==> config.mk <==
export PLATFORM = sky130hd
export DESIGN_NAME = sysclk_ctrl
export DESIGN_NICKNAME = d
export VERILOG_FILES = /design/src/rtl/sysclk_pkg.sv /design/src/rtl/sysclk_regs.sv /design/src/rtl/sysclk_commit.sv /design/src/rtl/sysclk_status.sv /design/src/rtl/sysclk_ctrl.sv
export SDC_FILE = /design/constraint.sdc
export NUM_CORES = 1
export LEC_CHECK = 0
export CAP_MARGIN = 10
export CORE_AREA = 2 2 43 45
export DETAILED_ROUTE_END_ITERATION = 16
export DIE_AREA = 0 0 45 47
export PLACE_DENSITY_LB_ADDON = 0.25
export SYNTH_ARGS = -nofsm -noshare
export SYNTH_HDL_FRONTEND = slang
export SYNTH_SLANG_ARGS = --single-unit
==> constraint.sdc <==
create_clock -name clk -period 1.2 [get_ports clk]
set_input_delay 0.3 -clock clk [delete_from_list [all_inputs] [get_ports clk]]
set_output_delay 0.3 -clock clk [all_outputs]
set_load 0.02 [all_outputs]
==> src/rtl/sysclk_pkg.sv <==
// Shared types for the system clock source controller.
package sysclk_pkg;
    localparam int NUM_SRC = 3;

    typedef enum logic [1:0] {
        SRC_PRI = 2'd0,
        SRC_SEC = 2'd1,
        SRC_INT = 2'd2
    } src_e;

    // Map the 2-bit staged field to a source: 00 primary, 01 secondary, 1x internal.
    function automatic src_e decode_src(input logic [1:0] sel);
        if (sel[1])      return SRC_INT;
        else if (sel[0]) return SRC_SEC;
        else             return SRC_PRI;
    endfunction
endpackage

==> src/rtl/sysclk_regs.sv <==
// Configuration register bank. It holds the staged source field, the internal
// frequency code and the idle-enable bit. Assumes one write strobe loads all
// fields together. It also exposes the next-state frequency code so that
// status logic sees a code change on the same edge as the register.
module sysclk_regs #(
    parameter int FSEL_W = 3
) (
    input  logic              clk,
    input  logic              rst_n,
    input  logic              cfg_we,
    input  logic [1:0]        cfg_src_sel,
    input  logic [FSEL_W-1:0] cfg_freq_sel,
    input  logic              cfg_idle_en,
    output logic [1:0]        src_sel_q,
    output logic [FSEL_W-1:0] freq_q,
    output logic [FSEL_W-1:0] freq_nxt,
    output logic              idle_q
);
    // Next value of the frequency code.
    always_comb begin
        freq_nxt = cfg_we ? cfg_freq_sel : freq_q;
    end

    // Load the fields on a write and clear them on every reset.
    always_ff @(posedge clk) begin
        if (!rst_n) begin
            src_sel_q <= 2'b00;
            freq_q    <= '0;
            idle_q    <= 1'b0;
        end else begin
            freq_q <= freq_nxt;
            if (cfg_we) begin
                src_sel_q <= cfg_src_sel;
                idle_q    <= cfg_idle_en;
            end
        end
    end
endmodule

==> src/rtl/sysclk_commit.sv <==
// Commit sequencer. A sleep strobe applies the staged source and enters
// power-managed mode. A request that targets a disabled secondary oscillator
// is refused completely. A wake strobe leaves power-managed mode, and sleep
// wins when both strobes are high.
module sysclk_commit
    import sysclk_pkg::*;
(
    input  logic       clk,
    input  logic       rst_n,
    input  logic       sleep_req,
    input  logic       wake,
    input  logic       sec_osc_en,
    input  logic [1:0] src_sel_q,
    output src_e       act_q,
    output src_e       act_nxt,
    output logic       pm_q
);
    src_e target;
    logic accept;
    logic pm_nxt;

    // Decide whether the sleep request is honoured and form the next state.
    always_comb begin
        target  = decode_src(src_sel_q);
        accept  = sleep_req && !((target == SRC_SEC) && !sec_osc_en);
        act_nxt = accept ? target : act_q;
        if (accept)    pm_nxt = 1'b1;
        else if (wake) pm_nxt = 1'b0;
        else           pm_nxt = pm_q;
    end

    // Hold the active source and the mode; the primary source after reset.
    always_ff @(posedge clk) begin
        if (!rst_n) begin
            act_q <= SRC_PRI;
            pm_q  <= 1'b0;
        end else begin
            act_q <= act_nxt;
            pm_q  <= pm_nxt;
        end
    end
endmodule

==> src/rtl/sysclk_status.sv <==
// Status flags for the active source. Each flag is computed from the
// next-state source, so a switch clears the old flag on the same edge as the
// switch. A new flag waits for that source's ready input. The internal flag
// stays clear while the low-frequency code (0) is selected.
module sysclk_status
    import sysclk_pkg::*;
#(
    parameter int FSEL_W = 3
) (
    input  logic              clk,
    input  logic              rst_n,
    input  src_e              act_nxt,
    input  logic [FSEL_W-1:0] freq_nxt,
    input  logic              pri_ready,
    input  logic              int_stable,
    input  logic              sec_ready,
    output logic              stat_pri,
    output logic              stat_int,
    output logic              stat_sec
);
    // Register each flag from the next-state source and its ready input.
    always_ff @(posedge clk) begin
        if (!rst_n) begin
            stat_pri <= 1'b0;
            stat_int <= 1'b0;
            stat_sec <= 1'b0;
        end else begin
            stat_pri <= (act_nxt == SRC_PRI) && pri_ready;
            stat_sec <= (act_nxt == SRC_SEC) && sec_ready;
            stat_int <= (act_nxt == SRC_INT) && int_stable && (freq_nxt != '0);
        end
    end
endmodule

==> src/rtl/sysclk_ctrl.sv <==
// Top of the system clock source controller. It connects the register bank,
// the commit sequencer and the status flags, and decodes the one-hot mux
// select and the postscaler tap select. Assumes all inputs are synchronous
// to clk.
module sysclk_ctrl
    import sysclk_pkg::*;
#(
    parameter int NUM_TAPS = 8,
    localparam int FSEL_W = $clog2(NUM_TAPS)
) (
    input  logic                clk,
    input  logic                rst_n,
    input  logic                cfg_we,
    input  logic [1:0]          cfg_src_sel,
    input  logic [FSEL_W-1:0]   cfg_freq_sel,
    input  logic                cfg_idle_en,
    input  logic                sleep_req,
    input  logic                wake,
    input  logic                sec_osc_en,
    input  logic                pri_ready,
    input  logic                int_stable,
    input  logic                sec_ready,
    output logic [NUM_SRC-1:0]  src_onehot,
    output logic [NUM_TAPS-1:0] tap_sel,
    output logic                stat_pri,
    output logic                stat_int,
    output logic                stat_sec,
    output logic                pm_mode,
    output logic                cpu_gate
);
    logic [1:0]        src_sel_q;
    logic [FSEL_W-1:0] freq_q;
    logic [FSEL_W-1:0] freq_nxt;
    logic              idle_q;
    src_e              act_q;
    src_e              act_nxt;

    sysclk_regs #(.FSEL_W(FSEL_W)) u_regs (
        .clk          (clk),
        .rst_n        (rst_n),
        .cfg_we       (cfg_we),
        .cfg_src_sel  (cfg_src_sel),
        .cfg_freq_sel (cfg_freq_sel),
        .cfg_idle_en  (cfg_idle_en),
        .src_sel_q    (src_sel_q),
        .freq_q       (freq_q),
        .freq_nxt     (freq_nxt),
        .idle_q       (idle_q)
    );

    sysclk_commit u_commit (
        .clk        (clk),
        .rst_n      (rst_n),
        .sleep_req  (sleep_req),
        .wake       (wake),
        .sec_osc_en (sec_osc_en),
        .src_sel_q  (src_sel_q),
        .act_q      (act_q),
        .act_nxt    (act_nxt),
        .pm_q       (pm_mode)
    );

    sysclk_status #(.FSEL_W(FSEL_W)) u_status (
        .clk        (clk),
        .rst_n      (rst_n),
        .act_nxt    (act_nxt),
        .freq_nxt   (freq_nxt),
        .pri_ready  (pri_ready),
        .int_stable (int_stable),
        .sec_ready  (sec_ready),
        .stat_pri   (stat_pri),
        .stat_int   (stat_int),
        .stat_sec   (stat_sec)
    );

    // One-hot mux select from the active source.
    for (genvar k = 0; k < NUM_SRC; k++) begin : g_src
        assign src_onehot[k] = (act_q == src_e'(k));
    end

    // One-hot postscaler tap; it follows the code without a sleep request.
    for (genvar i = 0; i < NUM_TAPS; i++) begin : g_tap
        assign tap_sel[i] = (freq_q == FSEL_W'(i));
    end

    // Gate the CPU only in power-managed mode with idle enabled.
    assign cpu_gate = pm_mode && idle_q;
endmodule

Word-level counts from Yosys, hierarchy flattened
Cells that the tools add are included.
{"block": "word_totals", "regBits": 12, "output_inout_bits": 16, "in_bits": 15}
{"block": "op_classes", "muxes": 6, "eq_ne": 12, "n_reduce_logical": 14}
{"op": "3-bit equality test (second input constant)", "count": 4}
{"op": "1-bit logical AND", "count": 7}
{"op": "2-bit by 1-bit equality test with 1-bit output (second input constant)", "count": 3}
{"op": "3-bit by 2-bit equality test with 1-bit output (second input constant)", "count": 2}
{"op": "2-bit equality test (second input constant)", "count": 2}
{"op": "2-bit zero test", "count": 2}
{"op": "2-bit 2-to-1 mux", "count": 2}
{"op": "3-bit by 1-bit equality test with 1-bit output (second input constant)", "count": 1}
{"op": "3-bit zero test", "count": 1}
{"op": "1-bit 2-to-1 mux", "count": 3}
{"op": "3-bit 2-to-1 mux", "count": 1}
{"op": "3-bit nonzero test", "count": 1}
{"op": "1-bit zero test", "count": 2}
{"op": "2-bit nonzero test", "count": 1}

Depth between registers and ports, before layout
Gate-level depths: netlist of run 1.
{"block": "logic_depth", "word_depth": 10, "ltp_mapped": 4, "depth_no_buf": 3}

Modules after synthesis
From an unflattened synthesis of run 1, not the netlist that was laid out.
{"block": "unflattened", "cells_unflattened": 53, "hier_area_um2": 571.8}
{"mod": "sysclk_regs", "instances": 1, "area_each_um2": 246.5, "cells_per_inst": 19}
{"mod": "sysclk_commit", "instances": 1, "area_each_um2": 136.4, "cells_per_inst": 14}
{"mod": "sysclk_status", "instances": 1, "area_each_um2": 101.3, "cells_per_inst": 8}
{"mod": "sysclk_ctrl", "instances": 1, "area_each_um2": 87.6, "cells_per_inst": 12}

Worst setup path after synthesis of run 1
OpenSTA, ideal clock, no wires.
{"block": "synth_path", "path_type": "register to output", "from": "reg u_regs.freq_q[0]", "to": "out tap_sel[1]", "arrival_ns": 1.082, "path_stages_with_launch": 3, "slack_ns": -0.182, "t_required_ns": 0.900, "n_path_buf": 1, "cell_sequence": "dfxtp_1 clkbuf_1 nor3b_1"}
{"block": "synth_via", "elab_chain_len": 1}
{"element": "start, declared", "line": "sysclk_regs.sv:15", "text": "output logic [FSEL_W-1:0] freq_q,"}
{"element": "start signal, assigned", "line": "sysclk_regs.sv:31", "text": "freq_q <= freq_nxt;"}
{"element": "3-bit by 1-bit equality test with 1-bit output", "line": "sysclk_ctrl.sv:83", "text": "assign tap_sel[i] = (freq_q == FSEL_W'(i));"}
{"element": "end, declared", "line": "sysclk_ctrl.sv:24", "text": "output logic [NUM_TAPS-1:0] tap_sel,"}
No other way between the ends.

Worst setup path after layout of run 1
{"block": "layout_path", "from": "reg u_regs.freq_q[1]", "to": "out tap_sel[0]"}
{"block": "layout_via", "elab_chain_len": 1}
{"element": "3-bit zero test", "line": "sysclk_ctrl.sv:83"}
No other way between the ends.

==> flow_summary_export.csv, run 1 <==
group,metric,value,unit
sta,setup_viol,10,
floorplanning,core_area,1650,um2
final_layout,fillCellCount,148,
power_and_ir_drop,power.switching,0.248,mW
sta,rsz0062_at_grt,"yes",
routing,vias,559,
final_layout,area_growth,77.3,%
routing,routed_via_density,4.86,
routing,drt-total-wl,1.35,mm
synthesis,synth_seq_cells,12,
critical_path,crit_arrival,1000,ps
sta,fin_worst_skew,0.737,ps
place,placed_cell_area,942,um2
floorplanning,start_util,35.1,%
synthesis,synthDistinctLibCells,23,
clock_network,cts_tree,"built",
critical_path,cp-end-kind,"output pin",
final_layout,final_common_cell,"buf_4",
floorplanning,ios,31,
floorplanning,die_height,47,um
synthesis,netlist_area,579,um2
routing,drtAntennaViolNets,0,
grt,antenna_found_initial,0,
clock_network,clock_path_buffers,2,
flow_run,cap_violations,0,
routing,wl_per_cell,11.7,um
sta,fin_crit_sh,108,%
grt,grt_pass1_vias,552,
synthesis,yosysTopAreaCellShare,41.5,%
clock_network,h-tree-depth,1,
final_layout,seq_area,262,um2
critical_path,criticalPathCategory,"register to output pin",
power_and_ir_drop,p_int,0.663,mW
clock_network,cts_setup_buffers,0,
clock_network,clk_pin_slew,70,ps
clock_network,cts.sinks,12,
outcome,status,"finished, violations left",
synthesis,yosys-top-cells-area,"dfxtp_1 (41%), mux2i_1 (12%), nor2b_1 (8.6%), nor3b_1 (3.9%), and3b_1 (3.0%)",
min_path,min_path_type,"primary input to register",
final_layout,multiInputGateArea,360,um2
synthesis,synthCells,61,
sta,max_clock_freq,771,MHz
synthesis,synth_nets,76,
final_layout,final_util,62.2,%
outcome,violations,"setup timing",
power_and_ir_drop,peakVddDrop,560,uV
grt,grt_max_degree,10,
synthesis,ys_warn_count,0,
clock_network,clk-insertion-delay-late,270,ps
final_layout,final_cell_mix,"buf_4 (12), clkdlybuf4s50_1 (11), buf_6 (8)",
clock_network,cts_root_buffer,"clkbuf_4",
critical_path,cp.required,900,ps
final_layout,final_area,1030,um2
synthesis,syn_area_per_cell,9.50,um2
synthesis,yosys.area.top_type,"dfxtp_1",
power_and_ir_drop,switching_share,27.2,%
place,port_buffers,30,
grt,grt_pass1_wl,2.25,mm
final_layout,final_cells,115,
power_and_ir_drop,seqPwrFrac,48.3,%
critical_path,crit_path_start_kind,"register",
grt,grt_overflow_total,0,
floorplanning,chipWidth,45,um
place,dp_hpwl,1.04,mm
place,place_inst,112,
routing,drt_iter0_drc,0,
power_and_ir_drop,powerDensity,886,nW/um2
sta,hold_viol,0,
power_and_ir_drop,combPwrFrac,24.9,%
clock_network,cts_buffers,3,
sta,tightest_slew,292,ps
power_and_ir_drop,clock_power_share,26.8,%
floorplanning,die_area,2120,um2
sta,final.min_clock_period,1300,ps
routing,drc_errors,0,
sta,holdWs,445,ps
floorplanning,rows,15,
place,gp_congestion,0.634,
final_layout,diodes,0,
final_layout,drive_above_1_share,48.0,%
sta,finalWorstSetupSlack,-96.8,ps
routing,first_pass_iters,1,
power_and_ir_drop,leakage,0.462,nW
grt,grt_usage,15.0,%
sta,timing.final.max_slew_violations,0,
sta,relSlewSlack,80.3,%
critical_path,cp_max_fo,9,
synthesis,yosysSeqAreaShare,41.5,%
final_layout,nets,115,
==> final timing paths <==
| path | slack, ps | end | start | cells after the start |
|---|---|---|---|---|
| worst max-delay path | -100 | tap_sel[0] | u_regs.freq_q[1]$_SDFF_PN0_ | 2 |
| worst min-delay path | 450 | u_status.stat_int$_SDFF_PN0_ | sec_osc_en | 3 |
| worst max register to register | 110 | u_status.stat_sec$_SDFF_PN0_ | u_commit.act_q[1]$_SDFF_PN0_ | 4 |
| worst min register to register | 480 | u_commit.pm_q$_SDFFE_PN0P_ | u_commit.pm_q$_SDFFE_PN0P_ | 2 |
==> cell usage after synthesis <==
cell type / number
and3b_1: 2
o21ai_0: 2
clkbuf_1: 4
a21boi_0: 1
nand2b_1: 2
mux2i_1: 7
a21oi_1: 2
inv_1: 1
buf_6: 1
nor3b_1: 3
nor3_1: 2
and2_2: 1
o41ai_1: 1
nor2_1: 2
nor4_2: 1
dfxtp_1: 12
and3_1: 1
nor2b_1: 8
o21a_1: 1
and4_1: 1
o41ai_2: 1
and2_1: 2
nand2_1: 3
==> cells by family after synthesis <==
family | Yosys count | share of synthesized area (%)
AOI/OAI and AO/OA | 8 | 10.4
buffers and inverters | 6 | 5.18
DFF | 12 | 41.5
muxes | 7 | 12.1
and+or+nand+nor | 28 | 30.9
==> flip-flops by register name, indices dropped and copies added, names as in the netlist <==
name	count
u_regs.freq_q	3
u_status.stat_pri	1
u_regs.idle_q	1
u_regs.src_sel_q	2
u_status.stat_sec	1
u_status.stat_int	1
u_commit.pm_q	1
u_commit.act_q	2
==> worst max-delay path, stage by stage, from the launching register on <==
cell	delay, ps
dfxtp_4	370
nor3_1	170
buf_2	190
==> per-stage QoR <==
step	setup slack [ps]	power [mW]	TNS [ps]
2_1_floorplan	-182	0.546	-605
3_3_place_gp	-361	0.670	-5560
3_5_place_dp	-389	0.673	-5920
4_1_cts	-98.7	0.903	-751
5_1_grt	-157	0.963	-1230
6_report	-96.8	0.911	-697
==> power groups by stage <==
stage	sequential, mW	combinational, mW	clock [mW]
3_5_place_dp	0.448	0.225	0
2_1_floorplan	0.444	0.102	0
4_1_cts	0.440	0.216	0.248
6_report	0.440	0.226	0.244
5_1_grt	0.445	0.246	0.272
3_3_place_gp	0.447	0.223	0
==> per-layer routing <==
layer | track usage, % | vias to the layer above | wire length, um | part of all wire, %
met4 | 8.82 | 0 | 21 | 1.6
met5 | 0 | - | 0 | 0
met1 | 16.4 | 252 | 521 | 39
li1 | - | 283 | - | -
met3 | 2.69 | 4 | 86 | 6.4
met2 | 27.1 | 20 | 718 | 53
==> timing repair <==
item,4_1_cts,5_1_grt
endpoints found under the setup margin,20,17
gates resized for setup,88,22
pin swaps,1,0
gates cloned,0,0
hold buffers,0,0
==> cell type report <==
type | instances | share of cell area, %
multi-input cells | 43 | 35.1
repair buffers | 39 | 34.8
flip-flops and latches | 12 | 25.5
clock buffers | 3 | 2.19
well taps | 17 | 2.07
inverters | 1 | 0.365
Power figures use the tool's default switching activity.
==> run 2, diff against run 1 <==
RECOVER_POWER = 100   (was default)
==> run 2 against run 1 <==
The flow still finishes with violations (setup timing). Die area did not move. First-iteration DRC count up 2. Non-clock buffer count unchanged. Cell count unchanged. Combinational power decreased by 2%. Clock power barely moved. Final area fell by 1.7%. Global-route usage unchanged. Register-to-register slack got worse by 20 ps. Sequential cell count unchanged. Maximum frequency about the same.
==> flow_summary_export.csv, run 2 (synthesized netlist as in run 1, its figures left out) <==
group,metric,value,unit
power_and_ir_drop,peakVddDrop,582,uV
floorplanning,core_area,1650,um2
routing,drc_errors,0,
floorplanning,start_util,35.1,%
floorplanning,ios,31,
sta,rsz0062_at_grt,"yes",
routing,drt-total-wl,1.35,mm
final_layout,final_cells,115,
routing,wl_per_cell,11.7,um
final_layout,area_growth,74.3,%
clock_network,hold_buffers,0,
grt,antenna_found_initial,0,
sta,finalWorstSetupSlack,-98.1,ps
grt,grt_overflow_total,0,
sta,hold_viol,0,
sta,timing.final.max_slew_violations,0,
sta,relSlewSlack,80.6,%
routing,drtAntennaViolNets,0,
routing,first_pass_iters,2,
final_layout,final_common_cell,"clkdlybuf4s50_1",
clock_network,cts_tree,"built",
sta,final.min_clock_period,1300,ps
clock_network,cts_root_buffer,"clkbuf_4",
final_layout,final_area,1010,um2
final_layout,top_regs,"u_regs.freq_q: 3 flops, u_commit.act_q: 2 flops, u_regs.src_sel_q: 2 flops",
floorplanning,rows,15,
routing,drt_iter0_drc,2,
final_layout,nets,115,
sta,fin_worst_skew,0.513,ps
clock_network,cts_buffers,3,
place,gp_congestion,0.634,
critical_path,reg2reg_slack,90,ps
floorplanning,chipWidth,45,um
outcome,status,"finished, violations left",
grt,grt_max_degree,10,
final_layout,final_cell_mix,"clkdlybuf4s50_1 (10), buf_6 (8), buf_4 (8)",
min_path,min_path_type,"primary input to register",
sta,max_clock_freq,770,MHz
final_layout,final_util,61.1,%
critical_path,cp.required,900,ps
place,placed_cell_area,942,um2
clock_network,h-tree-depth,1,
power_and_ir_drop,leakage,0.445,nW
sta,fin_crit_sh,108,%
routing,vias,564,
sta,setup_viol,10,
place,place_inst,112,
clock_network,clock_path_buffers,2,
grt,grt_pass1_wl,2.25,mm
floorplanning,die_area,2120,um2
final_layout,diodes,0,
final_layout,fillCellCount,152,
floorplanning,die_height,47,um
critical_path,crit_path_start_kind,"register",
critical_path,cp_max_fo,9,
place,dp_hpwl,1.04,mm
final_layout,top_register,"u_regs.freq_q",
critical_path,cp-end-kind,"output pin",
final_layout,drive_above_1_share,43.9,%
sta,tightest_slew,287,ps
power_and_ir_drop,powerDensity,896,nW/um2
clock_network,clk_pin_slew,70,ps
sta,holdWs,437,ps
final_layout,largest_register_ffs,3,
critical_path,crit_arrival,1000,ps
critical_path,criticalPathCategory,"register to output pin",
outcome,violations,"setup timing",
grt,grt_usage,15.0,%
routing,routed_via_density,4.90,
place,port_buffers,30,
grt,grt_pass1_vias,552,
clock_network,clk-insertion-delay-late,270,ps
flow_run,cap_violations,0,
clock_network,cts_setup_buffers,0,
clock_network,cts.sinks,12,
-- run 2: worst max-delay path, cell delays in order, from the launching register on --
cell,delay (ps)
dfxtp_4,370
nor3_1,170
buf_2,190
-- run 2: cell type report --
cell class	instances	area, um2	area share (%)
Clock buffer	3	22.5	2.23
Timing Repair Buffer	39	348	34.4
Tap cell	17	21.3	2.11
Inverter	1	3.75	0.372
Sequential cell	12	259	25.7
Multi-Input combinational cell	43	355	35.2
-- run 2: path summary, 6_finish.rpt --
kind,startpoint,end,depth (start not counted)
max,u_regs.freq_q[1]$_SDFF_PN0_,tap_sel[0],2
min,sec_osc_en,u_status.stat_int$_SDFF_PN0_,3
max reg2reg,u_commit.act_q[1]$_SDFF_PN0_,u_status.stat_int$_SDFF_PN0_,4
min reg2reg,u_commit.pm_q$_SDFFE_PN0P_,u_commit.pm_q$_SDFFE_PN0P_,2
-- run 2: metal layers --
layer | GRT usage, % | wire (um) | vias to the layer above
met2 | 27.1 | 718 | 20
met4 | 8.82 | 24 | 0
li1 | - | - | 283
met1 | 16.4 | 522 | 257
met3 | 2.69 | 80 | 4
met5 | 0 | 0 | -
-- run 2: report_power, final --
part	leakage (nW)	total (mW)	internal, mW	switching [mW]
clock	0.0138	0.244	0.116	0.128
sequential	0.102	0.441	0.417	0.0237
combinational	0.329	0.221	0.126	0.0945
-- run 2: metrics by stage --
step	setup slack [ps]	total power [mW]	TNS [ps]
5_1_grt	-157	0.957	-1230
4_1_cts	-98.7	0.903	-751
2_1_floorplan	-182	0.546	-605
3_5_place_dp	-389	0.673	-5920
6_report	-98.1	0.905	-703
3_3_place_gp	-361	0.670	-5560
-- run 2: timing repair --
action	4_1_cts	5_1_grt
setup endpoints to repair	20	17
pin swaps	1	0
resized for setup	88	22
